## config.mk

```make
export PLATFORM = sky130hd
export DESIGN_NAME = legwin_decoder
export DESIGN_NICKNAME = d
export VERILOG_FILES = /design/src/rtl/legwin_pkg.sv /design/src/rtl/legwin_ctrl.sv /design/src/rtl/legwin_dp.sv /design/src/rtl/legwin_decoder.sv
export SDC_FILE = /design/constraint.sdc
export NUM_CORES = 1
export LEC_CHECK = 0
export BUFFER_PORTS_ARGS = -buffer_cell sky130_fd_sc_hd__buf_4
export CAP_MARGIN = 10
export CORE_MARGIN = 2
export CORE_UTILIZATION = 40
export CTS_CLUSTER_SIZE = 20
export DETAILED_ROUTE_END_ITERATION = 6
export GPL_TIMING_DRIVEN = 1
export PLACE_DENSITY = 0.65
export SYNTH_ARGS = -nofsm -noshare
export SYNTH_HDL_FRONTEND = slang
export SYNTH_HIERARCHICAL = 1
export SYNTH_SLANG_ARGS = --single-unit
```

## constraint.sdc

```tcl
create_clock -name clk -period 2.3 [get_ports clk]
set_input_delay 0.115 -clock clk [delete_from_list [all_inputs] [get_ports clk]]
set_output_delay 0.115 -clock clk [all_outputs]
set_load 0.03 [all_outputs]
```

## src/rtl/legwin_pkg.sv

```systemverilog
package legwin_pkg;
  localparam int ADDR_W         = 20;
  localparam int NUM_REGIONS    = 13;
  localparam int NUM_ATTR_BYTES = 7;
  localparam int ATTR_BASE_OFS  = 'h59;
  localparam int SMRAM_OFS      = 'h72;
  localparam logic [7:0] SMRAM_RST = 8'h02;
  localparam int OPEN_BIT       = 6;
  localparam int GLOBAL_EN_BIT  = 3;
  localparam int WIN_BASE       = 'hA0000;
  localparam int WIN_SIZE       = 'h20000;
  localparam int EXP_BASE       = 'hC0000;
  localparam int EXP_SIZE       = 'h04000;
  localparam int BIOS_BASE      = 'hF0000;
  localparam int BIOS_SIZE      = 'h10000;

  typedef enum logic [1:0] {
    ROUTE_RAM   = 2'd0,
    ROUTE_BUS   = 2'd1,
    ROUTE_SMRAM = 2'd2
  } route_e;

  typedef struct packed {
    logic [NUM_ATTR_BYTES-1:0] attrWr;
    logic                      smramWr;
    logic                      refresh;
  } strobe_t;
endpackage

```

## src/rtl/legwin_ctrl.sv

```systemverilog
module legwin_ctrl
  import legwin_pkg::*;
#(
  parameter int DW_ADDR_W = 6
) (
  input  logic                 clk,
  input  logic                 rstN,
  input  logic                 cfgWrEn,
  input  logic [DW_ADDR_W-1:0] cfgDwAddr,
  input  logic [3:0]           cfgByteEn,
  output strobe_t              strobes
);
  logic [NUM_ATTR_BYTES-1:0] attrHit;
  logic smramHit;
  logic refreshQ;

  always_comb begin
    attrHit  = '0;
    smramHit = 1'b0;
    for (int k = 0; k < 4; k++) begin
      if (cfgWrEn && cfgByteEn[k]) begin
        for (int b = 0; b < NUM_ATTR_BYTES; b++) begin
          if (int'(cfgDwAddr) * 4 + k == ATTR_BASE_OFS + b) attrHit[b] = 1'b1;
        end
        if (int'(cfgDwAddr) * 4 + k == SMRAM_OFS) smramHit = 1'b1;
      end
    end
  end

  always_ff @(posedge clk) begin
    if (!rstN) refreshQ <= 1'b0;
    else       refreshQ <= (|attrHit) | smramHit;
  end

  assign strobes.attrWr  = attrHit;
  assign strobes.smramWr = smramHit;
  assign strobes.refresh = refreshQ;
endmodule

```

## src/rtl/legwin_dp.sv

```systemverilog
module legwin_dp
  import legwin_pkg::*;
(
  input  logic              clk,
  input  logic              rstN,
  input  strobe_t           strobes,
  input  logic [31:0]       cfgWrData,
  input  logic [ADDR_W-1:0] memAddr,
  input  logic              memWrite,
  input  logic              memSmm,
  output route_e            route
);
  localparam int SMRAM_LANE = SMRAM_OFS % 4;

  logic [1:0] attrCfg [NUM_REGIONS];
  logic [1:0] attrAct [NUM_REGIONS];
  logic [NUM_REGIONS-1:0] regionHit;
  logic openCfg, globalCfg, openAct, globalAct;
  logic unusedBits;

  assign unusedBits = ^cfgWrData;

  for (genvar i = 0; i < NUM_REGIONS; i++) begin : g_region
    localparam int BYTE_IDX = (i + 1) / 2;
    localparam int LANE     = (ATTR_BASE_OFS + BYTE_IDX) % 4;
    localparam int NIB_LSB  = (i % 2 == 1) ? 0 : 4;
    localparam int R_BASE   = (i == 0) ? BIOS_BASE : EXP_BASE + EXP_SIZE * (i - 1);
    localparam int R_SIZE   = (i == 0) ? BIOS_SIZE : EXP_SIZE;

    always_ff @(posedge clk) begin
      if (!rstN) begin
        attrCfg[i] <= 2'b00;
        attrAct[i] <= 2'b00;
      end else begin
        if (strobes.attrWr[BYTE_IDX]) attrCfg[i] <= cfgWrData[8*LANE+NIB_LSB +: 2];
        if (strobes.refresh)          attrAct[i] <= attrCfg[i];
      end
    end

    assign regionHit[i] = (int'(memAddr) >= R_BASE) && (int'(memAddr) < R_BASE + R_SIZE);
  end

  always_ff @(posedge clk) begin
    if (!rstN) begin
      openCfg   <= SMRAM_RST[OPEN_BIT];
      globalCfg <= SMRAM_RST[GLOBAL_EN_BIT];
      openAct   <= SMRAM_RST[OPEN_BIT];
      globalAct <= SMRAM_RST[GLOBAL_EN_BIT];
    end else begin
      if (strobes.smramWr) begin
        openCfg   <= cfgWrData[8*SMRAM_LANE+OPEN_BIT];
        globalCfg <= cfgWrData[8*SMRAM_LANE+GLOBAL_EN_BIT];
      end
      if (strobes.refresh) begin
        openAct   <= openCfg;
        globalAct <= globalCfg;
      end
    end
  end

  logic       winHit;
  logic       anyHit;
  logic [1:0] selAttr;

  always_comb begin
    winHit  = (int'(memAddr) >= WIN_BASE) && (int'(memAddr) < WIN_BASE + WIN_SIZE);
    anyHit  = 1'b0;
    selAttr = 2'b00;
    for (int i = 0; i < NUM_REGIONS; i++) begin
      if (regionHit[i]) begin
        anyHit  = 1'b1;
        selAttr = attrAct[i];
      end
    end
    if (winHit) begin
      if (memSmm && globalAct) route = ROUTE_SMRAM;
      else if (openAct)        route = ROUTE_RAM;
      else                     route = ROUTE_BUS;
    end else if (anyHit) begin
      route = (memWrite ? selAttr[1] : selAttr[0]) ? ROUTE_RAM : ROUTE_BUS;
    end else begin
      route = ROUTE_RAM;
    end
  end
endmodule

```

## src/rtl/legwin_decoder.sv

```systemverilog
module legwin_decoder
  import legwin_pkg::*;
#(
  parameter int DW_ADDR_W = 6
) (
  input  logic                 clk,
  input  logic                 rstN,
  input  logic                 cfgWrEn,
  input  logic [DW_ADDR_W-1:0] cfgDwAddr,
  input  logic [3:0]           cfgByteEn,
  input  logic [31:0]          cfgWrData,
  input  logic [ADDR_W-1:0]    memAddr,
  input  logic                 memWrite,
  input  logic                 memSmm,
  output logic [1:0]           routeCode
);
  strobe_t strobes;
  route_e  route;

  legwin_ctrl #(.DW_ADDR_W(DW_ADDR_W)) u_ctrl (
    .clk(clk), .rstN(rstN), .cfgWrEn(cfgWrEn), .cfgDwAddr(cfgDwAddr),
    .cfgByteEn(cfgByteEn), .strobes(strobes)
  );

  legwin_dp u_dp (
    .clk(clk), .rstN(rstN), .strobes(strobes), .cfgWrData(cfgWrData),
    .memAddr(memAddr), .memWrite(memWrite), .memSmm(memSmm), .route(route)
  );

  assign routeCode = route;
endmodule

```

==> results.py <==
metrics = {
    "status": {
        "status": "finished, final reports clean",
    },
    "cells_and_area": {
        "antennaDiodeCount": 0,
        "fin_util_pct": 49.0,
        "num-fill-cells": 595,
        "final_layout_size_suffix_gt1_share_pct": 27.3,
        "design_area_sq_mm": 0.00327,
        "nets": 322,
        "synthToLayoutAreaGrowth_pct": 20.3,
    },
    "power_and_ir_drop": {
        "p_sw_uw": 460,
        "power.density_mw_per_mm2": 689,
        "p_clk_share_pct": 40.7,
        "switching_share_pct": 20.4,
        "cellLeakagePower_uw": 0.00142,
        "p_seq_share_pct": 52.1,
        "p_comb_share_pct": 7.2,
        "intPower_uw": 1800,
        "peakVddDrop_mv": 0.384,
    },
    "detailed_routing": {
        "drt_iter0_drc": 76,
        "vias": 1782,
        "drtAntennaViolNets": 0,
        "first_pass_iters": 4,
        "wl_um": 5000,
        "wl_per_cell_um": 14.7,
        "drc": 0,
        "viasPerCell": 5.24,
    },
    "timing": {
        "fin_ws_ps": 88.5,
        "drv_slew": 0,
        "period_share_pct": 96.2,
        "max_freq_mhz": 452,
        "setup_viol_count_final": 0,
        "rsz0062_at_grt": "yes",
        "tns_ps": 0,
        "finClkSkew_ps": 9.69,
        "maxSlewHeadroom_pct": 70.2,
        "worst_pin_slew_ps": 448,
        "period_needed_ps": 2210,
        "holdWs_ps": 53.1,
        "hold_viol_final": 0,
    },
    "critical_path": {
        "path_cells": "mux2_4 -> o211ai_2 -> a221oi_1 -> o41ai_2 -> a21oi_1 -> nor4_2 -> buf_4",
        "path_buf_inv": 1,
        "critical_path.top_delay_family": "compound AO/OA/AOI/OAI gates",
        "cp_slowest_cell": "edfxtp_1",
        "worstPathMaxFanout": 1,
        "reg2reg_from": "u_ctrl/refreshQ",
        "start_kind": "flop",
        "cp.arrival_ps": 2100,
        "path_class": "reg -> out",
        "critPathLaunch": "u_dp/attrAct[0][5]",
        "worstPathRequired_ps": 2180,
        "max_stage_delay_ps": 380,
        "crit_path_end_kind": "output port",
    },
    "grt": {
        "antenna_found_initial": 0,
        "grt_max_degree": 66,
        "gr-total-overflow": 0,
        "grt_use_total_pct": 14.2,
        "grt_pass1_vias": 1708,
        "grt_pass1_wl_um": 8080,
    },
    "yosys": {
        "yosysTopAreaCell": "edfxtp_1",
        "synth_nets": 286,
        "yosys-top-cells-area": "edfxtp_1, and3_1, dfxtp_1",
        "syn_area_sq_mm": 0.00272,
        "synth_edf_count": 52,
        "synth.most_common_cell": "and3_1",
        "synthMuxAreaShare_pct": 3.17,
        "synth-compound-area-share_pct": 6.89,
        "synth-xor-area-share_pct": 0,
        "synth_fa_ha_area_share_pct": 0,
        "synth_commonest_cells": "and3_1, edfxtp_1, clkbuf_1, nand2b_1, nor2_1",
        "avgSynthCellArea_sq_um": 12.4,
        "netlist.area_leader.share_pct": 57.4,
        "synthFlopType": "edfxtp_1",
        "synth_top_family_by_area": "simple AND/OR/NAND/NOR gates",
        "synthArstFlopShare_pct": 0,
        "yosysSeqAreaShare_pct": 61.0,
        "yosys_warnings": 6,
        "yosysUniqueCellTypes": 45,
        "syn_inst": 219,
        "synth-simple-area-share_pct": 25.0,
        "synth-seq-cells": 57,
    },
    "hold_path": {
        "hp-class": "in -> reg",
        "hp-start": "cfgWrData[19]",
    },
    "placed_design": {
        "portBuffers": 40,
        "gp_congestion": 0.806,
        "dp.final_hpwl_um": 3540,
        "place_ws_ps": 368,
        "placed_area_sq_mm": 0.00305,
    },
    "cts": {
        "htree_levels": 3,
        "clk_latency_ps": 330,
        "cts_tree": "built",
        "holdBufCountCts": 0,
        "clk_pin_slew_ps": 60,
        "clock_sinks": 57,
        "post_cts_buffers": 0,
        "cts_root_buffer": "clkbuf_8",
        "numCtsBuffers": 9,
        "clockBufferDepth": 2,
    },
    "die": {
        "die_h_um": 86.5,
        "chipWidth_um": 86.5,
        "initial_core_util_pct": 40.7,
        "num_rows": 30,
        "ioPinCount": 69,
        "dieArea_sq_mm": 0.00748,
        "core_sq_mm": 0.00668,
    },
    "flow_run": {
        "max_cap_violations": 0,
    },
}
[metrics by stage]
stage	power [uW]	cells
after floorplan	1280	219
after global placement	1350	324
after detailed placement	1360	324
after CTS	2280	340
after global routing	2340	340
final	2260	340
[power by group through the flow]
| stage | Clock, uW | Combinational (uW) | Sequential, uW |
|---|---|---|---|
| finish | 918 | 163 | 1170 |
| global route | 983 | 179 | 1180 |
| CTS | 941 | 159 | 1170 |
| detailed placement | 0 | 159 | 1200 |
| global placement | 0 | 155 | 1200 |
| floorplan | 0 | 84.9 | 1190 |
[cells in the final DEF (no fill, tap or decap), drive strengths merged, types with 3 or more instances in the layout]
cell and count:
and3 53, edfxtp 52, buf 42, clkbuf 13, nand2b 11, nor2 8, nand2 7, and2 7
mux2i 6, a21oi 6, dfxtp 5, nor2b 5, inv 4, o21ai 3, nor4 3, nor3 3
[worst reg2reg max path, stage by stage (launching register included)]
cell	delay [ps]
dfxtp_1	300
buf_4	240
nand2b_1	140
buf_4	320
[state kept, by name (all words and copies together), names as in the netlist]
signal / count
u_dp/openCfg: 1
u_dp/globalCfg: 1
u_dp/attrAct: 26
u_ctrl/refreshQ: 1
u_dp/openAct: 1
u_dp/globalAct: 1
u_dp/attrCfg: 26
[per-layer routing]
metal / GRT usage (%) / share of wire (%)
met1: 19.5 / 49
met2: 20.9 / 44
met3: 4.38 / 6.1
met4: 5.97 / 1.4
met5: 0 / 0
[what timing repair did]
action	CTS	global route
endpoints found under the setup margin	0	1
resized for setup	0	4
hold endpoints to repair	0	0
[logic make-up after synthesis]
group / after synthesis
mux: 8
simple gates: 108
flops: 57
buf+inv: 21
compound gates: 25
[layout make-up]
type / count / area, sq um / area share, %
timing repair buffer: 42 / 315 / 9.63
inverter: 4 / 15.0 / 0.459
sequential: 57 / 1660 / 50.7
clock inverter: 3 / 40.0 / 1.22
tap: 80 / 100 / 3.06
clock buffer: 13 / 159 / 4.85
multi-input combinational: 141 / 983 / 30.0
[path summary, 6_finish.rpt]
check	end	slack, ps	cells after the start
worst max-delay path	routeCode[0]	90	7
worst min-delay path	u_dp/globalCfg	50	3
worst min register to register	u_dp/globalCfg	520	2
worst max register to register	u_dp/attrAct[0][13]	950	3
Power figures use the tool's default switching activity.
